--- src/rtl/adc_rd_pkg.sv ---
package adc_rd_pkg;

  typedef enum logic [1:0] {
    LANES_DUAL  = 2'b00,
    LANE_A_ONLY = 2'b01,
    LANE_B_ONLY = 2'b10
  } lane_mode_e;

  typedef enum logic [1:0] {
    S_IDLE,
    S_ACTIVE,
    S_GAP,
    S_FIN
  } rd_state_e;

  function automatic lane_mode_e decode_lane_sel(input logic [1:0] sel);
    case (sel)
      2'b01:   return LANE_A_ONLY;
      2'b10:   return LANE_B_ONLY;
      default: return LANES_DUAL;
    endcase
  endfunction

endpackage

--- src/rtl/adc_rd_sclk.sv ---
module adc_rd_sclk #(
  parameter int DIV = 4
) (
  input  logic clk_i,
  input  logic rst_ni,
  input  logic run_i,
  input  logic fall_en_i,
  output logic sclk_o,
  output logic hi_end_o,
  output logic fall_o
);
  localparam int LO  = DIV / 2;
  localparam int HI  = DIV - LO;
  localparam int PHW = (DIV > 2) ? $clog2(DIV) : 1;

  logic [PHW-1:0] ph_q;
  logic           sclk_q;

  assign hi_end_o = run_i && sclk_q && (ph_q == PHW'(HI - 1));
  assign fall_o   = hi_end_o && fall_en_i;
  assign sclk_o   = sclk_q;

  always_ff @(posedge clk_i or negedge rst_ni) begin
    if (!rst_ni) begin
      ph_q   <= '0;
      sclk_q <= 1'b1;
    end else if (!run_i) begin
      ph_q   <= '0;
      sclk_q <= 1'b1;
    end else if (sclk_q) begin
      if (ph_q == PHW'(HI - 1)) begin
        ph_q <= '0;
        if (fall_en_i) sclk_q <= 1'b0;
      end else begin
        ph_q <= ph_q + 1'b1;
      end
    end else begin
      if (ph_q == PHW'(LO - 1)) begin
        ph_q   <= '0;
        sclk_q <= 1'b1;
      end else begin
        ph_q <= ph_q + 1'b1;
      end
    end
  end

endmodule

--- src/rtl/adc_rd_lane.sv ---
module adc_rd_lane #(
  parameter int DATA_W = 18
) (
  input  logic              clk_i,
  input  logic              rst_ni,
  input  logic              shift_i,
  input  logic              din_i,
  output logic [DATA_W-1:0] word_o
);
  logic [DATA_W-2:0] sh_q;

  // word is complete on the sample that carries the LSB
  assign word_o = {sh_q, din_i};

  always_ff @(posedge clk_i or negedge rst_ni) begin
    if (!rst_ni)      sh_q <= '0;
    else if (shift_i) sh_q <= {sh_q[DATA_W-3:0], din_i};
  end

endmodule

--- src/rtl/adc_rd_store.sv ---
module adc_rd_store
  import adc_rd_pkg::*;
#(
  parameter int DATA_W = 18,
  parameter int NUM_CH = 8
) (
  input  logic                       clk_i,
  input  logic                       rst_ni,
  input  logic                       wr_i,
  input  lane_mode_e                 mode_i,
  input  logic [$clog2(NUM_CH)-1:0]  word_idx_i,
  input  logic [DATA_W-1:0]          word_a_i,
  input  logic [DATA_W-1:0]          word_b_i,
  input  logic                       commit_i,
  output logic [NUM_CH*DATA_W-1:0]   results_o
);
  localparam int HALF = NUM_CH / 2;

  int widx;
  assign widx = int'(word_idx_i);

  for (genvar c = 0; c < NUM_CH; c++) begin : g_ch
    logic              we;
    logic [DATA_W-1:0] wd;
    logic [DATA_W-1:0] stage_q;
    logic [DATA_W-1:0] res_q;

    always_comb begin
      we = 1'b0;
      wd = word_a_i;
      case (mode_i)
        LANE_A_ONLY: we = wr_i && (widx == c);
        LANE_B_ONLY: begin
          // lane B alone delivers the upper half first
          we = wr_i && (((widx + HALF) % NUM_CH) == c);
          wd = word_b_i;
        end
        default: begin
          if (widx == c) begin
            we = wr_i;
          end else if (widx + HALF == c) begin
            we = wr_i;
            wd = word_b_i;
          end
        end
      endcase
    end

    always_ff @(posedge clk_i or negedge rst_ni) begin
      if (!rst_ni) begin
        stage_q <= '0;
        res_q   <= '0;
      end else begin
        if (we)       stage_q <= wd;
        if (commit_i) res_q   <= stage_q;
      end
    end

    assign results_o[c*DATA_W +: DATA_W] = res_q;
  end

endmodule

--- src/rtl/adc_serial_reader.sv ---
module adc_serial_reader
  import adc_rd_pkg::*;
#(
  parameter int DATA_W = 18,
  parameter int NUM_CH = 8,
  parameter int DIV    = 4
) (
  input  logic                     clk_i,
  input  logic                     rst_ni,
  input  logic                     start_i,
  input  logic                     inhibit_i,
  input  logic [1:0]               lane_sel_i,
  input  logic                     frame_pulse_i,
  input  logic                     dout_a_i,
  input  logic                     dout_b_i,
  input  logic                     first_i,
  output logic                     cs_no,
  output logic                     sclk_o,
  output logic [NUM_CH*DATA_W-1:0] results_o,
  output logic                     done_o,
  output logic                     align_err_o
);
  localparam int WCW  = $clog2(NUM_CH);
  localparam int BCW  = $clog2(DATA_W + 1);
  localparam int GW   = $clog2(DIV + 1);
  localparam int HALF = NUM_CH / 2;

  if (DIV < 2) begin : g_bad_div
    $error("DIV must be at least 2");
  end

  rd_state_e  state_q;
  lane_mode_e mode_q;
  logic           pulse_q, pend_q, cs_q, err_q, done_q, align_q;
  logic [WCW-1:0] word_q;
  logic [BCW-1:0] bit_q;
  logic [GW-1:0]  gap_q;

  logic run, fall_en, fall, hi_end, word_full, word_last, exp_first, wr;
  logic [1:0]        lane_din;
  logic [DATA_W-1:0] lane_word [2];

  assign run       = (state_q == S_ACTIVE);
  assign word_full = (bit_q == BCW'(DATA_W));
  assign word_last = (mode_q == LANES_DUAL) ? (word_q == WCW'(HALF - 1))
                                            : (word_q == WCW'(NUM_CH - 1));
  assign fall_en   = !word_full || (!word_last && !pulse_q);
  assign exp_first = (word_q == '0) && !word_full;
  assign wr        = fall && (bit_q == BCW'(DATA_W - 1));
  assign lane_din  = {dout_b_i, dout_a_i};

  adc_rd_sclk #(.DIV(DIV)) u_sclk (
    .clk_i    (clk_i),
    .rst_ni   (rst_ni),
    .run_i    (run),
    .fall_en_i(fall_en),
    .sclk_o   (sclk_o),
    .hi_end_o (hi_end),
    .fall_o   (fall)
  );

  for (genvar l = 0; l < 2; l++) begin : g_lane
    adc_rd_lane #(.DATA_W(DATA_W)) u_lane (
      .clk_i  (clk_i),
      .rst_ni (rst_ni),
      .shift_i(fall),
      .din_i  (lane_din[l]),
      .word_o (lane_word[l])
    );
  end

  adc_rd_store #(.DATA_W(DATA_W), .NUM_CH(NUM_CH)) u_store (
    .clk_i     (clk_i),
    .rst_ni    (rst_ni),
    .wr_i      (wr),
    .mode_i    (mode_q),
    .word_idx_i(word_q),
    .word_a_i  (lane_word[0]),
    .word_b_i  (lane_word[1]),
    .commit_i  (state_q == S_FIN),
    .results_o (results_o)
  );

  always_ff @(posedge clk_i or negedge rst_ni) begin
    if (!rst_ni) begin
      state_q <= S_IDLE;
      mode_q  <= LANES_DUAL;
      pulse_q <= 1'b0;
      pend_q  <= 1'b0;
      cs_q    <= 1'b1;
      err_q   <= 1'b0;
      done_q  <= 1'b0;
      align_q <= 1'b0;
      word_q  <= '0;
      bit_q   <= '0;
      gap_q   <= '0;
    end else begin
      done_q <= 1'b0;
      case (state_q)
        S_IDLE: begin
          if (start_i || pend_q) begin
            if (inhibit_i) begin
              pend_q <= 1'b1;
            end else begin
              pend_q  <= 1'b0;
              cs_q    <= 1'b0;
              mode_q  <= decode_lane_sel(lane_sel_i);
              pulse_q <= frame_pulse_i;
              word_q  <= '0;
              bit_q   <= '0;
              err_q   <= 1'b0;
              state_q <= S_ACTIVE;
            end
          end
        end
        S_ACTIVE: begin
          if (fall) begin
            if (first_i != exp_first) err_q <= 1'b1;
            if (word_full) begin
              bit_q  <= BCW'(1);
              word_q <= word_q + 1'b1;
            end else begin
              bit_q <= bit_q + 1'b1;
            end
          end else if (hi_end) begin
            cs_q    <= 1'b1;
            gap_q   <= '0;
            state_q <= word_last ? S_FIN : S_GAP;
          end
        end
        S_GAP: begin
          if (gap_q == GW'(DIV - 1)) begin
            cs_q    <= 1'b0;
            bit_q   <= '0;
            word_q  <= word_q + 1'b1;
            state_q <= S_ACTIVE;
          end else begin
            gap_q <= gap_q + 1'b1;
          end
        end
        default: begin
          done_q  <= 1'b1;
          align_q <= err_q;
          state_q <= S_IDLE;
        end
      endcase
    end
  end

  assign cs_no       = cs_q;
  assign done_o      = done_q;
  assign align_err_o = align_q;

endmodule

--- config.mk ---
export PLATFORM = sky130hd
export DESIGN_NAME = adc_serial_reader
export DESIGN_NICKNAME = d
export VERILOG_FILES = /design/src/rtl/adc_rd_pkg.sv /design/src/rtl/adc_rd_sclk.sv /design/src/rtl/adc_rd_lane.sv /design/src/rtl/adc_rd_store.sv /design/src/rtl/adc_serial_reader.sv
export SDC_FILE = /design/constraint.sdc
export NUM_CORES = 1
export LEC_CHECK = 0
export BUFFER_PORTS_ARGS = -buffer_cell sky130_fd_sc_hd__buf_2
export CORE_UTILIZATION = 40
export CTS_CLUSTER_SIZE = 30
export DETAILED_ROUTE_END_ITERATION = 12
export SLEW_MARGIN = 20
export SYNTH_ARGS = -nofsm -noshare
export SYNTH_HDL_FRONTEND = slang
export SYNTH_SLANG_ARGS = --single-unit
export TNS_END_PERCENT = 5
--- constraint.sdc ---
create_clock -name clk_i -period 5.8 [get_ports clk_i]
set_input_delay 0 -clock clk_i [delete_from_list [all_inputs] [get_ports clk_i]]
set_output_delay 0 -clock clk_i [all_outputs]
set_load 0.03 [all_outputs]
==> metrics.md <==
| Metric | Value |
|---|---|
| Status | complete, no violations |
| Final estimated routing congestion in global placement | 0.771 |
| DRT iter0 DRCs | 613 |
| Register bit total from synthesis | 346 |
| CP max stage delay | 0.80 ns |
| Clk sink count | 346 |
| Setup ws final | 2.30 ns |
| Vias in the first global route | 9384 |
| Unrepaired setup endpoints after global routing | false |
| Full die area | 37900 µm² |
| Clk slew on worst S/H paths | 0.06 ns |
| Crit start category | flip-flop |
| Max-slew violation count | 0 |
| Yosys cell types | 43 |
| Num CTS Buffers | 39 |
| DR vias | 9360 |
| Row count | 70 |
| Total grt overflow | 0 |
| Max_slew headroom | 34.7% |
| Tcrit/Tclk final | 60.4% |
| Later-pin clock latency in the skew report | 0.54 ns |
| Crit Reg-Reg Endpoint | u_store.g_ch[3].stage_q[5] |
| Critical path fanouts, max | 36 |
| Critical Path Slowest Stage Cell | o211a_1 |
| Number of max-cap violations | 0 |
| Final setup fails | 0 |
| Final min period | 3.50 ns |
| Least-Margin Pin Slew | 0.979 ns |
| Post-CTS sizing | 0 |
| Ranking of synthesized cells by area | dfrtp_1, mux2_2, mux2i_1, o21ai_0, nand2_1 |
| Final HPWL DP | 22800 µm |
| Synth Instances | 1148 |
| Setup slack, reg-to-reg | 2.30 ns |
| EDFF count, synth | 0 |
| Area Growth Syn to Fin | 18.0% |
| Average wire per standard cell | 19.1 µm |
| Yosys top cell by area | dfrtp_1 |
| Top Ports | 158 |
| Gr usage total | 18.6% |
| Die width | 195 µm |
| Final setup TNS | 0 ns |
| Syn_area_per_cell | 13.0 µm² |
| Crit path cell chain | inv_1 -> ha_1 -> and2_1 -> mux2_2 -> o211a_1 -> nor2_1 -> a21oi_1 |
| Post-synth net total | 1178 |
| Fmax | 286 MHz |
| Fraction of synthesized cell area taken by the top area cell type | 57.9% |
| Non-filler cells, final | 1800 |
| Crit path capture type | flip-flop |
| Share of cells above drive strength 1 | 38.2% |
| Arrival time at the worst endpoint | 3.94 ns |
| Initial antenna violation count | 0 |
| Power per cell area | 392 nW/µm² |
| # hold bufs at CTS | 12 |
| CTS Buffer Depth | 3 |
| Async S/R FF share, synth | 100% |
| Placed cell count | 1720 |
| Yosys warnings | 0 |
| Seq/Total Area, Yosys | 58.3% |
| Root buffer cell | clkbuf_16 |
| Pre-CTS setup slack | 2.31 ns |
| FF-to-FF path depth | 7 |
| Number of remaining DRC errors | 0 |
| Clock Skew | 0.0190 ns |
| Final wirelength | 34400 µm |
| Routed Antenna Nets | 0 |
| Core box area | 36600 µm² |
| CP required | 6.24 ns |
| Pin count of the biggest net entering global routing | 126 |
| First-pass GRT wire length | 55300 µm |
| Post-CTS Setup Bufs | 0 |
| Min-delay worst type | in2async |
| P_leak | 8.74 nW |
| Mapped Area | 14900 µm² |
| Setup CP Type | reg2reg |
| TritonCTS clock tree | done |
| Hold Vio Cnt, Final | 0 |
| Max IR drop VDD | 0.000332 V |
| Crit Reg-Reg Startpoint | mode_q[0] |
| Layout Nets | 1336 |
| ANT cells | 0 |
| H-tree levels | 2 |
| Total chip power | 6.87 mW |
| Top FF cell, synth | dfrtp_1 |
| Drt pass-1 iters | 4 |
| Vias per cell | 5.20 |
| Die Span Y | 195 µm |
| PortBufs | 157 |
| Initial core utilization | 40.6% |
## stage by stage
stage	instance area, µm²	util, %	hold WS, ns
after floorplan	14900	-	-0.296
after global routing	17500	47.9	0.0517
after detailed placement	16200	44.1	-0.0190
after CTS	17500	47.8	0.0211
final	17500	47.9	0.00856
after global placement	16100	44.1	-0.0225
## worst max-delay path by stage
stage | start | endpoint | slack (ns) | cells past startpoint
floorplan | word_q[0] | u_store.g_ch[7].stage_q[11] | 3.46 | 8
global placement | mode_q[0] | u_store.g_ch[3].stage_q[12] | 2.42 | 6
detailed placement | mode_q[0] | u_store.g_ch[3].stage_q[16] | 2.31 | 6
CTS | mode_q[0] | u_store.g_ch[3].stage_q[3] | 2.30 | 6
global route | mode_q[0] | u_store.g_ch[3].stage_q[5] | 1.96 | 7
finish | mode_q[0] | u_store.g_ch[3].stage_q[5] | 2.30 | 7
## routing by layer
metal / vias to the layer above / part of all wire (%) / GRT usage, %
met2: 187 / 46 / 28.9
met3: 35 / 4.0 / 2.85
met1: 4721 / 49 / 27.4
met4: 0 / 1.5 / 3.88
met5: - / 0 / 0
li1: 4417 / - / -
## cell usage after synthesis, types with 14 or more instances
library cell / count
clkbuf_1: 49
mux2i_1: 72
buf_2: 14
nor2_1: 25
mux2_2: 255
o21ai_0: 141
inv_1: 16
a21oi_1: 24
nand2_1: 84
dfrtp_1: 344
a22oi_1: 19
ha_1: 20
a22o_1: 22
## sequential cells by signal (all words and copies together), names as in the netlist
signal and flops:
g_lane.u_lane.sh_q 34, err_q 1, pend_q 1, mode_q 2, u_sclk.sclk_o 1, state_q 2, gap_q 3, bit_q 5
pulse_q 1, u_store.g_ch.stage_q 144, word_q 3, align_err_o 1, u_store.g_ch.res_q 144, u_sclk.ph_q 2, cs_no 1, done_o 1
## final cells by class
type | count | area (µm²)
clock buffer | 53 | 1120
clock inverter | 14 | 115
fill | 3355 | 19100
inverter | 16 | 60.1
multi-input combinational | 719 | 5940
sequential | 346 | 8660
tap | 468 | 586
timing repair buffer | 184 | 1060
## critical path: cells and delay by family, from the launching register on
family	cells	cell delay [ns]
AO/OA/AOI/OAI	2	0.95
multiplexers	1	0.31
AND/OR/NAND/NOR	2	0.88
adder cells (fa/ha/maj)	1	0.79
flip-flops	1	0.38
buffers and inverters	1	0.10
## report_power, final
part	total (mW)	internal (mW)	switching, mW	leakage (nW)
Clock	2.34	1.36	0.977	0.618
Combinational	1.81	0.643	1.17	3.39
Sequential	2.72	2.54	0.181	4.73
Total	6.87	4.55	2.33	8.74
## layout by cell type (no fill, tap or decap), types with 4 or more instances in the layout
master and n:
dfrtp_1 344, mux2_2 255, buf_2 156, o21ai_0 141, nand2_1 84, mux2i_1 72
clkbuf_16 39, nor2_1 25, a21oi_1 23, a22o_1 22, a22oi_1 19, ha_1 18
inv_1 16, dlygate4sd3_1 12, buf_4 12, clkbuf_8 9, clkinv_2 9, nor2b_1 5
clkbuf_1 5, xor2_1 4, nor2b_2 4
## cell families (layout without fill, tap and decap cells)
family	after synthesis	count (layout)	synth area share, %
AO/OA/AOI/OAI	226	226	9.00
XOR/XNOR	6	6	0.353
flip-flops	346	346	58.3
AND/OR/NAND/NOR	140	140	4.34
multiplexers	327	327	24.2
adder cells (fa/ha/maj)	20	20	1.68
buffers and inverters	83	267	2.21
(Power assumes the default switching activity.)
